--- src/rtl/lps_pkg.sv ---
`timescale 1ns/1ps
package lps_pkg;
  localparam int FRAME_W = 7;
  // data lanes during calibration, clock lane in normal operation
  localparam logic [FRAME_W-1:0] PAT_BASE    = 7'b1111000;
  // clock lane during calibration
  localparam logic [FRAME_W-1:0] PAT_CAL_CLK = 7'b1111100;
  typedef enum logic [1:0] {SRC_DATA, SRC_TEST, SRC_CAL} src_e;
endpackage

--- src/rtl/lps_prbs.sv ---
`timescale 1ns/1ps
module lps_prbs #(
  parameter int LONG_W    = 23,
  parameter int LONG_TAP  = 18,
  parameter int SHORT_W   = 15,
  parameter int SHORT_TAP = 14,
  parameter int STEP      = 7
) (
  input  logic            clk,
  input  logic            rst_n,
  input  logic            run,
  input  logic            long_sel,
  output logic [STEP-1:0] chunk
);
  localparam logic [LONG_W-1:0] SEED = '1;

  logic [LONG_W-1:0] state_q, state_d, walk;
  logic              fb;

  // unroll STEP shifts; earliest generated bit lands in chunk MSB
  always_comb begin
    walk  = state_q;
    chunk = '0;
    fb    = 1'b0;
    for (int k = 0; k < STEP; k++) begin
      if (long_sel) fb = walk[LONG_W-1] ^ walk[LONG_TAP-1];
      else          fb = walk[SHORT_W-1] ^ walk[SHORT_TAP-1];
      walk = {walk[LONG_W-2:0], fb};
      chunk[STEP-1-k] = fb;
    end
    state_d = run ? walk : SEED;
  end

  always_ff @(posedge clk or negedge rst_n) begin
    if (!rst_n) state_q <= SEED;
    else        state_q <= state_d;
  end

  // generator never collapses into the all-zero lock-up state
  a_r8_state_live: assert property (@(posedge clk) disable iff (!rst_n)
    state_q != '0);
  // outside test mode the state is back at the seed next cycle
  a_r11_reseed: assert property (@(posedge clk) disable iff (!rst_n)
    !run |=> state_q == SEED);
endmodule

--- src/rtl/lps_caltimer.sv ---
`timescale 1ns/1ps
module lps_caltimer #(
  parameter int CAL_CYCLES = 4096
) (
  input  logic clk,
  input  logic rst_n,
  input  logic active,
  output logic done
);
  localparam int CW = $clog2(CAL_CYCLES + 1);
  localparam logic [CW-1:0] LIMIT = CW'(CAL_CYCLES);

  logic [CW-1:0] cnt_q, cnt_d;
  logic          cnt_en;

  always_comb begin
    cnt_en = !active || (cnt_q != LIMIT);
    if (!active) cnt_d = '0;
    else         cnt_d = cnt_q + CW'(1);
  end

  always_ff @(posedge clk or negedge rst_n) begin
    if (!rst_n)      cnt_q <= '0;
    else if (cnt_en) cnt_q <= cnt_d;
  end

  assign done = (cnt_q == LIMIT);

  // release clears the status on the next edge
  a_r7_release_clears: assert property (@(posedge clk) disable iff (!rst_n)
    !active |=> !done);
  // done only follows a held request
  a_r6_done_needs_req: assert property (@(posedge clk) disable iff (!rst_n)
    done |-> $past(active));
  // saturation keeps done high while still held
  a_r6_saturate: assert property (@(posedge clk) disable iff (!rst_n)
    (done && active) |=> done);
endmodule

--- src/rtl/lane_pattern_src.sv ---
`timescale 1ns/1ps
module lane_pattern_src
  import lps_pkg::*;
#(
  parameter int LANES      = 8,
  parameter int CAL_CYCLES = 4096
) (
  input  logic                     clk,
  input  logic                     rst_n,
  input  logic                     cal_req_n,
  input  logic                     test_en,
  input  logic                     test_long,
  input  logic [LANES*FRAME_W-1:0] lane_data_i,
  output logic [LANES*FRAME_W-1:0] lane_frame_o,
  output logic [FRAME_W-1:0]       clk_frame_o,
  output logic                     data_ignored_o,
  output logic                     cal_done_o
);
  localparam int BUS_W = LANES * FRAME_W;

  src_e               src;
  logic [FRAME_W-1:0] prbs_chunk;
  logic [BUS_W-1:0]   lanes_d;
  logic [FRAME_W-1:0] clk_d;
  logic               ign_d;

  // priority: calibration, then test stream, then data
  always_comb begin
    if (!cal_req_n)   src = SRC_CAL;
    else if (test_en) src = SRC_TEST;
    else              src = SRC_DATA;
  end

  lps_prbs #(.STEP(FRAME_W)) u_prbs (
    .clk      (clk),
    .rst_n    (rst_n),
    .run      (src == SRC_TEST),
    .long_sel (test_long),
    .chunk    (prbs_chunk)
  );

  lps_caltimer #(.CAL_CYCLES(CAL_CYCLES)) u_timer (
    .clk    (clk),
    .rst_n  (rst_n),
    .active (!cal_req_n),
    .done   (cal_done_o)
  );

  for (genvar g = 0; g < LANES; g++) begin : g_lane
    always_comb begin
      unique case (src)
        SRC_CAL:  lanes_d[g*FRAME_W +: FRAME_W] = PAT_BASE;
        SRC_TEST: lanes_d[g*FRAME_W +: FRAME_W] = prbs_chunk;
        default:  lanes_d[g*FRAME_W +: FRAME_W] = lane_data_i[g*FRAME_W +: FRAME_W];
      endcase
    end
  end

  always_comb begin
    clk_d = (src == SRC_CAL) ? PAT_CAL_CLK : PAT_BASE;
    ign_d = (src != SRC_DATA);
  end

  always_ff @(posedge clk or negedge rst_n) begin
    if (!rst_n) begin
      lane_frame_o   <= '0;
      clk_frame_o    <= PAT_BASE;
      data_ignored_o <= 1'b0;
    end else begin
      lane_frame_o   <= lanes_d;
      clk_frame_o    <= clk_d;
      data_ignored_o <= ign_d;
    end
  end

  a_r3_cal_lanes: assert property (@(posedge clk) disable iff (!rst_n)
    !cal_req_n |=> lane_frame_o == {LANES{PAT_BASE}});
  a_r4_cal_clock: assert property (@(posedge clk) disable iff (!rst_n)
    !cal_req_n |=> clk_frame_o == PAT_CAL_CLK);
  a_r5_flag_in_cal: assert property (@(posedge clk) disable iff (!rst_n)
    !cal_req_n |=> data_ignored_o);
  a_r2_pass: assert property (@(posedge clk) disable iff (!rst_n)
    (cal_req_n && !test_en) |=> (lane_frame_o == $past(lane_data_i)) && !data_ignored_o
                                 && clk_frame_o == PAT_BASE);
  a_r8_lanes_equal: assert property (@(posedge clk) disable iff (!rst_n)
    (cal_req_n && test_en) |=> lane_frame_o == {LANES{lane_frame_o[FRAME_W-1:0]}});
endmodule

--- config.mk ---
export PLATFORM = sky130hd
export DESIGN_NAME = lane_pattern_src
export DESIGN_NICKNAME = d
export VERILOG_FILES = /design/src/rtl/lps_pkg.sv /design/src/rtl/lps_prbs.sv /design/src/rtl/lps_caltimer.sv /design/src/rtl/lane_pattern_src.sv
export SDC_FILE = /design/constraint.sdc
export NUM_CORES = 1
export LEC_CHECK = 0
export ABC_AREA = 1
export ABC_CLOCK_PERIOD_IN_PS = 1400
export BUFFER_PORTS_ARGS = -buffer_cell sky130_fd_sc_hd__buf_4
export CAP_MARGIN = 20
export CORE_MARGIN = 4
export CORE_UTILIZATION = 26
export CTS_CLUSTER_SIZE = 12
export DETAILED_ROUTE_END_ITERATION = 16
export RECOVER_POWER = 100
export SYNTH_ARGS = -nofsm -noshare
export SYNTH_HDL_FRONTEND = slang
export SYNTH_SLANG_ARGS = --single-unit
--- constraint.sdc ---
create_clock -name clk -period 1.4 [get_ports clk]
set_input_delay 0.14 -clock clk [delete_from_list [all_inputs] [get_ports clk]]
set_output_delay 0.14 -clock clk [all_outputs]
set_load 0.01 [all_outputs]
# [Word level (Yosys, flattened, before mapping)]
# Index checks and enable logic that the tools add are counted.
# W data, S select, Z words.
[totals] register_bits=97 in_bits=61 output_inout_bits=65 word_cells=46
[op_classes] addsub=1 n_eq_ne=4 n_mux=20 bitwise=14 reduce_logical=2
[ops] operator="$pmux W7 S2" n=8
[ops] operator="$mux W23" n=1
[ops] operator="$xor A1 B1 Y1" n=14
[ops] operator="$add A13 B1 Y13 const B" n=1
[ops] operator="$eq A13 B13 Y1 const B" n=1
[ops] operator="$mux W13" n=1
[ops] operator="$ne A13 B13 Y1 const B" n=1
[ops] operator="$mux W1" n=8
[ops] operator="$mux W3" n=1
[ops] operator="$eq A2 B1 Y1 const B" n=1
[ops] operator="$eq A2 B2 Y1 const B" n=1
[ops] operator="$mux W2" n=1
[ops] operator="$reduce_bool A2 Y1" n=1
[ops] operator="$logic_or A1 B1 Y1" n=1

# [Longest topological paths before layout]
# Gate-level depths: netlist of the first run.
[depth] depth_word=4 ltp_mapped=7 ltp_nobuf=7

# [Hierarchy]
# From an unflattened synthesis of the first run, not the netlist that was laid out.
[hier_totals] cells_unflattened=443 hier_area_um2=4040.1
[by_module_without_submodules] mod="lane_pattern_src" instances=1 cells_per_inst=205 area_per_inst_um2=2138.3 seq_area_each_um2=1451.4
[by_module_without_submodules] mod="lps_prbs" instances=1 cells_per_inst=123 area_per_inst_um2=1094.8 seq_area_each_um2=604.3
[by_module_without_submodules] mod="lps_caltimer" instances=1 cells_per_inst=115 area_per_inst_um2=807.0 seq_area_each_um2=325.3

# [Least setup slack after synthesis of the first run]
# Ideal clock, no wire load.
[synth_timing] path_type="flip-flop to output port" from="register u_timer.cnt_q[0]" to="output port cal_done_o" t_arrival_ps=1097 required_ps=1260 path_slack_ps=163 path_stages_with_launch=5 n_path_buf=0 cell_sequence="dfrtp_1 inv_1 ha_1 nand2_1 nor4_1"
[synth_via] elab_chain_len=1
[synth_lines] item="start, declared" line_no="lps_caltimer.sv:13" rtl="logic [CW-1:0] cnt_q, cnt_d;"
[synth_lines] item="start signal, assigned" line_no="lps_caltimer.sv:24" rtl="else if (cnt_en) cnt_q <= cnt_d;"
[synth_lines] item="$eq A13 B13 Y1" line_no="lps_caltimer.sv:27" rtl="assign done = (cnt_q == LIMIT);"
[synth_lines] item="end, declared" line_no="lane_pattern_src.sv:17" rtl="output logic cal_done_o"
# Every way passes these cells.

# [Worst setup path after layout of the first run]
[layout_timing] from="register u_timer.cnt_q[7]" to="output port cal_done_o"
# The elaborated chain is that of the path after synthesis.

==> results_dict.tcl, run 1 <==
set metrics [dict create \
    grt_usage_pct 12.5 \
    fin_crit_sh_pct 111 \
    synth_flop_cell "dfrtp_1" \
    final_antenna_net_count 0 \
    failed_checks "setup timing" \
    postSynthRegisterBits 94 \
    multi_input_area_mm2 0.00127 \
    register_area_mm2 0.00238 \
    worstSkewPairLatency_ps 350 \
    h-tree-depth 3 \
    diodes 0 \
    synth_top_area_share_pct 45.5 \
    nets 641 \
    vias_per_cell 4.26 \
    die_area_mm2 0.0170 \
    outcome "finished with violations" \
    synth_cell_types 31 \
    grt_pass1_vias 3363 \
    cts_tree "built" \
    syn_inst 415 \
    drv_cap 0 \
    placed_area_mm2 0.00501 \
    die_h_um 130 \
    clockBufferDepth 2 \
    start_kind "register" \
    drive_above_1_share_pct 24.0 \
    ir_worst_vdd_mv 0.531 \
    leakagePower_nw 2.70 \
    fin_total_pwr_mw 6.48 \
    place_inst 714 \
    grt_max_degree 45 \
    rows 44 \
    nFillCells 1480 \
    max_slew_margin_pct 42.0 \
    finalCriticalPeriod_ps 1560 \
    worstSetupPathType "reg -> out" \
    grt_pass1_wl_um 16200 \
    port_buffers 119 \
    fmaxAchievable_mhz 642 \
    drt-total-wl_um 10500 \
    fin_hold_ws_ps 14.8 \
    synth_commonest_cells "nand2_1 (141), dfrtp_1 (71), nand3_1 (47)" \
    crit_arrival_ps 1420 \
    finalInstanceArea_mm2 0.00548 \
    fp.dieW_um 130 \
    wl_per_cell_um 13.7 \
    finalMaxSlewViolations 0 \
    async_flop_share_pct 100 \
    cts_root_buf "clkbuf_16" \
    post-route-util_pct 37.5 \
    worst-path-max-fanout 4 \
    cts_sinks 94 \
    hpwlAfterDp_um 7500 \
    syn-mean-instance-area_um2 9.40 \
    start_util_pct 26.7 \
    io_pins 126 \
    yosys_warnings 0 \
    fin_ws_ps -157 \
    cts_made_buffers 9 \
    design.core.area_mm2 0.0146 \
    yosysSeqAreaShare_pct 61.0 \
    grt_overflow 0 \
    vias 3265 \
    tightestPinTransition_ps 871 \
    cp-end-kind "primary output" \
    antenna_found_initial 0 \
    yosysMostFrequentCell "nand2_1" \
    power-per-cell-area_mw_per_mm2 1180 \
    firstDrtPassIters 4 \
    skew_ps 6.78 \
    drtIter0Drc 134 \
    drc 0 \
    synthTopCellsByArea "dfrtp_1 (46%), dfstp_2 (15%), nand2_1 (14%), nand3_1 (6.0%), inv_1 (3.6%)" \
    layout.cells.non_filler 767 \
    hp-class "in -> reg" \
    synth_top_cell_by_area "dfrtp_1" \
    syn_area_mm2 0.00390 \
    finalSetupTns_ps -160 \
    hold_viol_final 0 \
    gp_congestion 0.850 \
    critPathRequiredTime_ps 1260 \
    setup_viol 2 \
    pre_cts_ws_ps 57.0 \
    cts.clk_slew.worst_paths_ps 70 \
    synth_enable_flop_cells 0 \
    area_delta_synth_final_pct 40.4 \
    rsz0062_at_grt "true" \
]
state kept, by name, indices dropped and copies added, names as in the netlist:
signal and flops:
clk_frame_o 1, lane_frame_o 56, u_timer.cnt_q 13, u_prbs.state_q 23
data_ignored_o 1
logic make-up (layout without fill, tap and decap cells):
| logic type | count (synthesis) | in the layout | synth area share, % |
|---|---|---|---|
| simple gates | 236 | 236 | 27.6 |
| flops | 94 | 94 | 61.0 |
| buf+inv | 58 | 222 | 7.41 |
| compound gates | 21 | 21 | 2.69 |
| fa+ha+maj | 2 | 2 | 0.641 |
| other cells | 2 | 6 | 0.193 |
| xor+xnor | 2 | 2 | 0.449 |
final cells by class:
class | count | area share, %
Inverter | 40 | 2.74
Clock buffer | 10 | 4.36
Sequential cell | 94 | 43.5
Tap cell | 184 | 4.20
Timing Repair Buffer | 166 | 20.1
Multi-Input combinational cell | 267 | 23.2
Clock inverter | 6 | 1.96
cells in the final DEF (no fill, tap or decap), types with 2 or more instances in the layout:
cell / Yosys / final
or2_2: 9 / 9
nand3_1: 47 / 44
nor2_2: 1 / 3
o21ai_1: 2 / 2
clkbuf_16: 0 / 9
nand4_1: 3 / 3
nand3_4: 4 / 2
nor2_1: 22 / 20
bufinv_16: 0 / 3
buf_6: 3 / 2
inv_1: 37 / 37
inv_2: 3 / 3
conb_1: 2 / 6
clkbuf_2: 0 / 6
nor3_1: 2 / 2
o21ai_0: 13 / 13
buf_4: 7 / 68
dfrtp_1: 71 / 70
dlygate4sd3_1: 0 / 29
clkbuf_1: 2 / 60
nand3_2: 1 / 6
a21oi_1: 6 / 6
dfstp_2: 23 / 19
dfstp_1: 0 / 4
nand2_1: 141 / 141
critical path: stages, from the launching register on:
cell and delay [ps]:
dfrtp_2 430, nor2_1 130, nand2_1 80, nor4_2 260, buf_4 160
power breakdown:
| group | total [mW] | switching, mW | internal (mW) |
|---|---|---|---|
| combinational | 0.725 | 0.414 | 0.312 |
| sequential | 2.92 | 0.0477 | 2.87 |
| clock | 2.84 | 1.05 | 1.79 |
| total | 6.48 | 1.51 | 4.97 |
path summary, 6_finish.rpt:
path | to | slack, ps | start | depth (start not counted)
setup / recovery | cal_done_o | -160 | u_timer.cnt_q[7]$_DFFE_PN0P_ | 4
setup reg to reg | u_timer.cnt_q[12]$_DFFE_PN0P_ | 0 | u_timer.cnt_q[1]$_DFFE_PN0P_ | 8
hold / removal | lane_frame_o[4]$_DFF_PN0_ | 10 | lane_data_i[4] | 3
min in group asynchronous | u_timer.cnt_q[8]$_DFFE_PN0P_ | 430 | rst_n | 2
max in group asynchronous | lane_frame_o[15]$_DFF_PN0_ | 190 | rst_n | 3
hold reg to reg | u_prbs.state_q[22]$_DFF_PN1_ | 480 | u_prbs.state_q[15]$_DFF_PN1_ | 2
routing by layer:
layer	vias up	wire, um	global-route usage, %	part of all wire, %
li1	1606	-	-	-
met1	1587	4080	13.7	39
met2	57	5710	22.7	54
met3	15	515	3.25	4.9
met4	0	194	5.51	1.8
met5	-	0	0	0
what timing repair did:
action,4_1_cts,5_1_grt
setup endpoints to repair,1,27
hold endpoints to repair,36,0
hold buffers,29,0
pin swaps,3,1
gates resized for setup,8,6
buffers inserted,4,4
No activity file was read; power rests on OpenSTA's default activity.
==> run 2, diff against run 1 <==
Settings changed: ABC_CLOCK_PERIOD_IN_PS 1400 to 1650, CTS_CLUSTER_SIZE 12 to unset.
Clock period 1.4 ns to 1.65 ns, I/O delays scaled along.
==> run 2 against run 1 <==
Compared with the run above:
- combinational power is 24% lower
- critical path depth unchanged
- global-route usage is 0.55 points lower
- clock skew down 0.59 ps
- utilization decreased by 2.7 points
- non-clock buffer count decreased by 32
- final cell count shrank 4.2%
- via count decreased by 1.1%
- the flow now finishes without violations
==> results_dict.tcl, run 2 (synthesis results as in run 1) <==
set metrics [dict create \
    final_common_cell "nand2_1" \
    diodes 0 \
    start_kind "register" \
    tightestPinTransition_ps 949 \
    die_area_mm2 0.0170 \
    finalCriticalPeriod_ps 1550 \
    leakagePower_nw 2.52 \
    drt-total-wl_um 10100 \
    worstSkewPairLatency_ps 340 \
    grt_pass1_vias 3192 \
    fin_crit_sh_pct 93.7 \
    worstPathCellList "nor2_2 > nand2_1 > nor4_2 > buf_4" \
    slowest_delay_ps 430 \
    finalSetupTns_ps 0 \
    design.core.area_mm2 0.0146 \
    h-tree-depth 3 \
    grt_max_degree 36 \
    drive_above_1_share_pct 22.9 \
    final_antenna_net_count 0 \
    start_util_pct 26.7 \
    setup_viol 0 \
    finalMaxSlewViolations 0 \
    max_slew_margin_pct 36.8 \
    cp-end-kind "primary output" \
    nets 609 \
    critPathRequiredTime_ps 1480 \
    skew_ps 6.18 \
    cts_sinks 94 \
    slowest_stage "dfrtp_2" \
    grt_overflow 0 \
    finalInstanceArea_mm2 0.00508 \
    cts_made_buffers 9 \
    drtIter0Drc 232 \
    port_buffers 119 \
    grt_pass1_wl_um 15700 \
    fin_hold_ws_ps 23.2 \
    wl_per_cell_um 13.8 \
    fmaxAchievable_mhz 647 \
    worstSetupPathType "reg -> out" \
    power-per-cell-area_mw_per_mm2 989 \
    clockBufferDepth 2 \
    fp.dieW_um 130 \
    die_h_um 130 \
    largest_reg_flops 56 \
    worst-path-max-fanout 4 \
    cts_root_buf "clkbuf_16" \
    area_delta_synth_final_pct 30.3 \
    hp-class "in -> reg" \
    gp_congestion 0.893 \
    placed_area_mm2 0.00499 \
    hold_viol_final 0 \
    nFillCells 1530 \
    firstDrtPassIters 5 \
    crit_arrival_ps 1380 \
    io_pins 126 \
    antenna_found_initial 0 \
    grt_usage_pct 12.0 \
    drc 0 \
    vias 3229 \
    biggestRegsByFlops "lane_frame_o x56, u_prbs.state_q x23, u_timer.cnt_q x13" \
    hpwlAfterDp_um 7550 \
    crit_family "simple AND/OR/NAND/NOR gates" \
    final_cell_mix "nand2_1 (142), buf_4 (71), dfrtp_1 (68), clkbuf_1 (63), nand3_1 (50)" \
    outcome "completed" \
    critical_path_buf_inv_count 1 \
    drv_cap 0 \
    fin_total_pwr_mw 5.03 \
    cts_tree "built" \
    vias_per_cell 4.39 \
    ir_worst_vdd_mv 0.457 \
    rows 44 \
    regMostFlops "lane_frame_o" \
    cts.clk_slew.worst_paths_ps 60 \
]
==> run 2: cell types whose count changed in the layout (fill, tap and decap cells not counted), sizes merged <==
| cell | previous run | this run |
|---|---|---|
| clkbuf | 76 | 73 |
| clkinv | 2 | 1 |
| bufinv | 3 | 1 |
| inv | 41 | 40 |
| dlygate4sd3 | 29 | 1 |
| buf | 71 | 74 |
==> run 2: final timing paths <==
path                                         startpoint                           end  slack (ps)  depth (start not counted)
setup / recovery           u_timer.cnt_q[9]$_DFFE_PN0P_                    cal_done_o         100                          4
hold / removal                          lane_data_i[14]    lane_frame_o[14]$_DFF_PN0_          20                          3
setup reg to reg           u_prbs.state_q[11]$_DFF_PN1_    lane_frame_o[25]$_DFF_PN0_         210                          5
hold reg to reg             u_prbs.state_q[7]$_DFF_PN1_  u_prbs.state_q[14]$_DFF_PN1_         490                          2
max in group asynchronous                         rst_n   u_prbs.state_q[2]$_DFF_PN1_         380                          3
min in group asynchronous                         rst_n  u_timer.cnt_q[0]$_DFFE_PN0P_         500                          2
==> run 2: routing by layer <==
metal  wire length [um]  up-vias  global-route usage, %
li1                   -     1542                      -
met3                610       14                   4.02
met4                175        0                   3.69
met1               3900     1589                   13.8
met5                  0        -                      0
met2               5460       84                   21.0
==> run 2: through the flow <==
stage | instances | setup slack (ps) | util [%]
after floorplan | 419 | 388 | -
after global placement | 711 | 310 | 34.2
after detailed placement | 711 | 283 | 34.2
after CTS | 730 | 11.1 | 36.4
after global routing | 735 | -4.37 | 34.9
final | 735 | 103 | 34.9
==> run 2: power by group <==
group | switching (mW) | internal, mW | total, mW | leakage, nW
Sequential | 0.0424 | 2.43 | 2.48 | 1.10
Combinational | 0.329 | 0.225 | 0.554 | 1.29
Clock | 0.826 | 1.18 | 2.00 | 0.135
==> run 2: worst register-to-register path, delay by kind of cell (launching register included) <==
kind | cells | cell delay [ps]
and+or+nand+nor | 4 | 630
DFF | 1 | 570
buffers and inverters | 1 | 100
==> run 2: timing repair <==
action                     CTS  global route
hold buffers                 1             0
setup endpoints to repair    1             1
hold endpoints to repair    33             0
resized for setup            2             8
pin swaps                    1             1
buffers inserted             2             5
==> run 2: final cells by class <==
| cell class | count | area, um^2 | share of cell area (%) |
|---|---|---|---|
| inverter | 40 | 150 | 2.95 |
| sequential | 94 | 2380 | 46.9 |
| clock buffer | 14 | 244 | 4.80 |
| multi-input combinational | 267 | 1210 | 23.9 |
| timing repair buffer | 134 | 826 | 16.2 |
| tap | 184 | 230 | 4.53 |
| clock inverter | 2 | 35.0 | 0.689 |
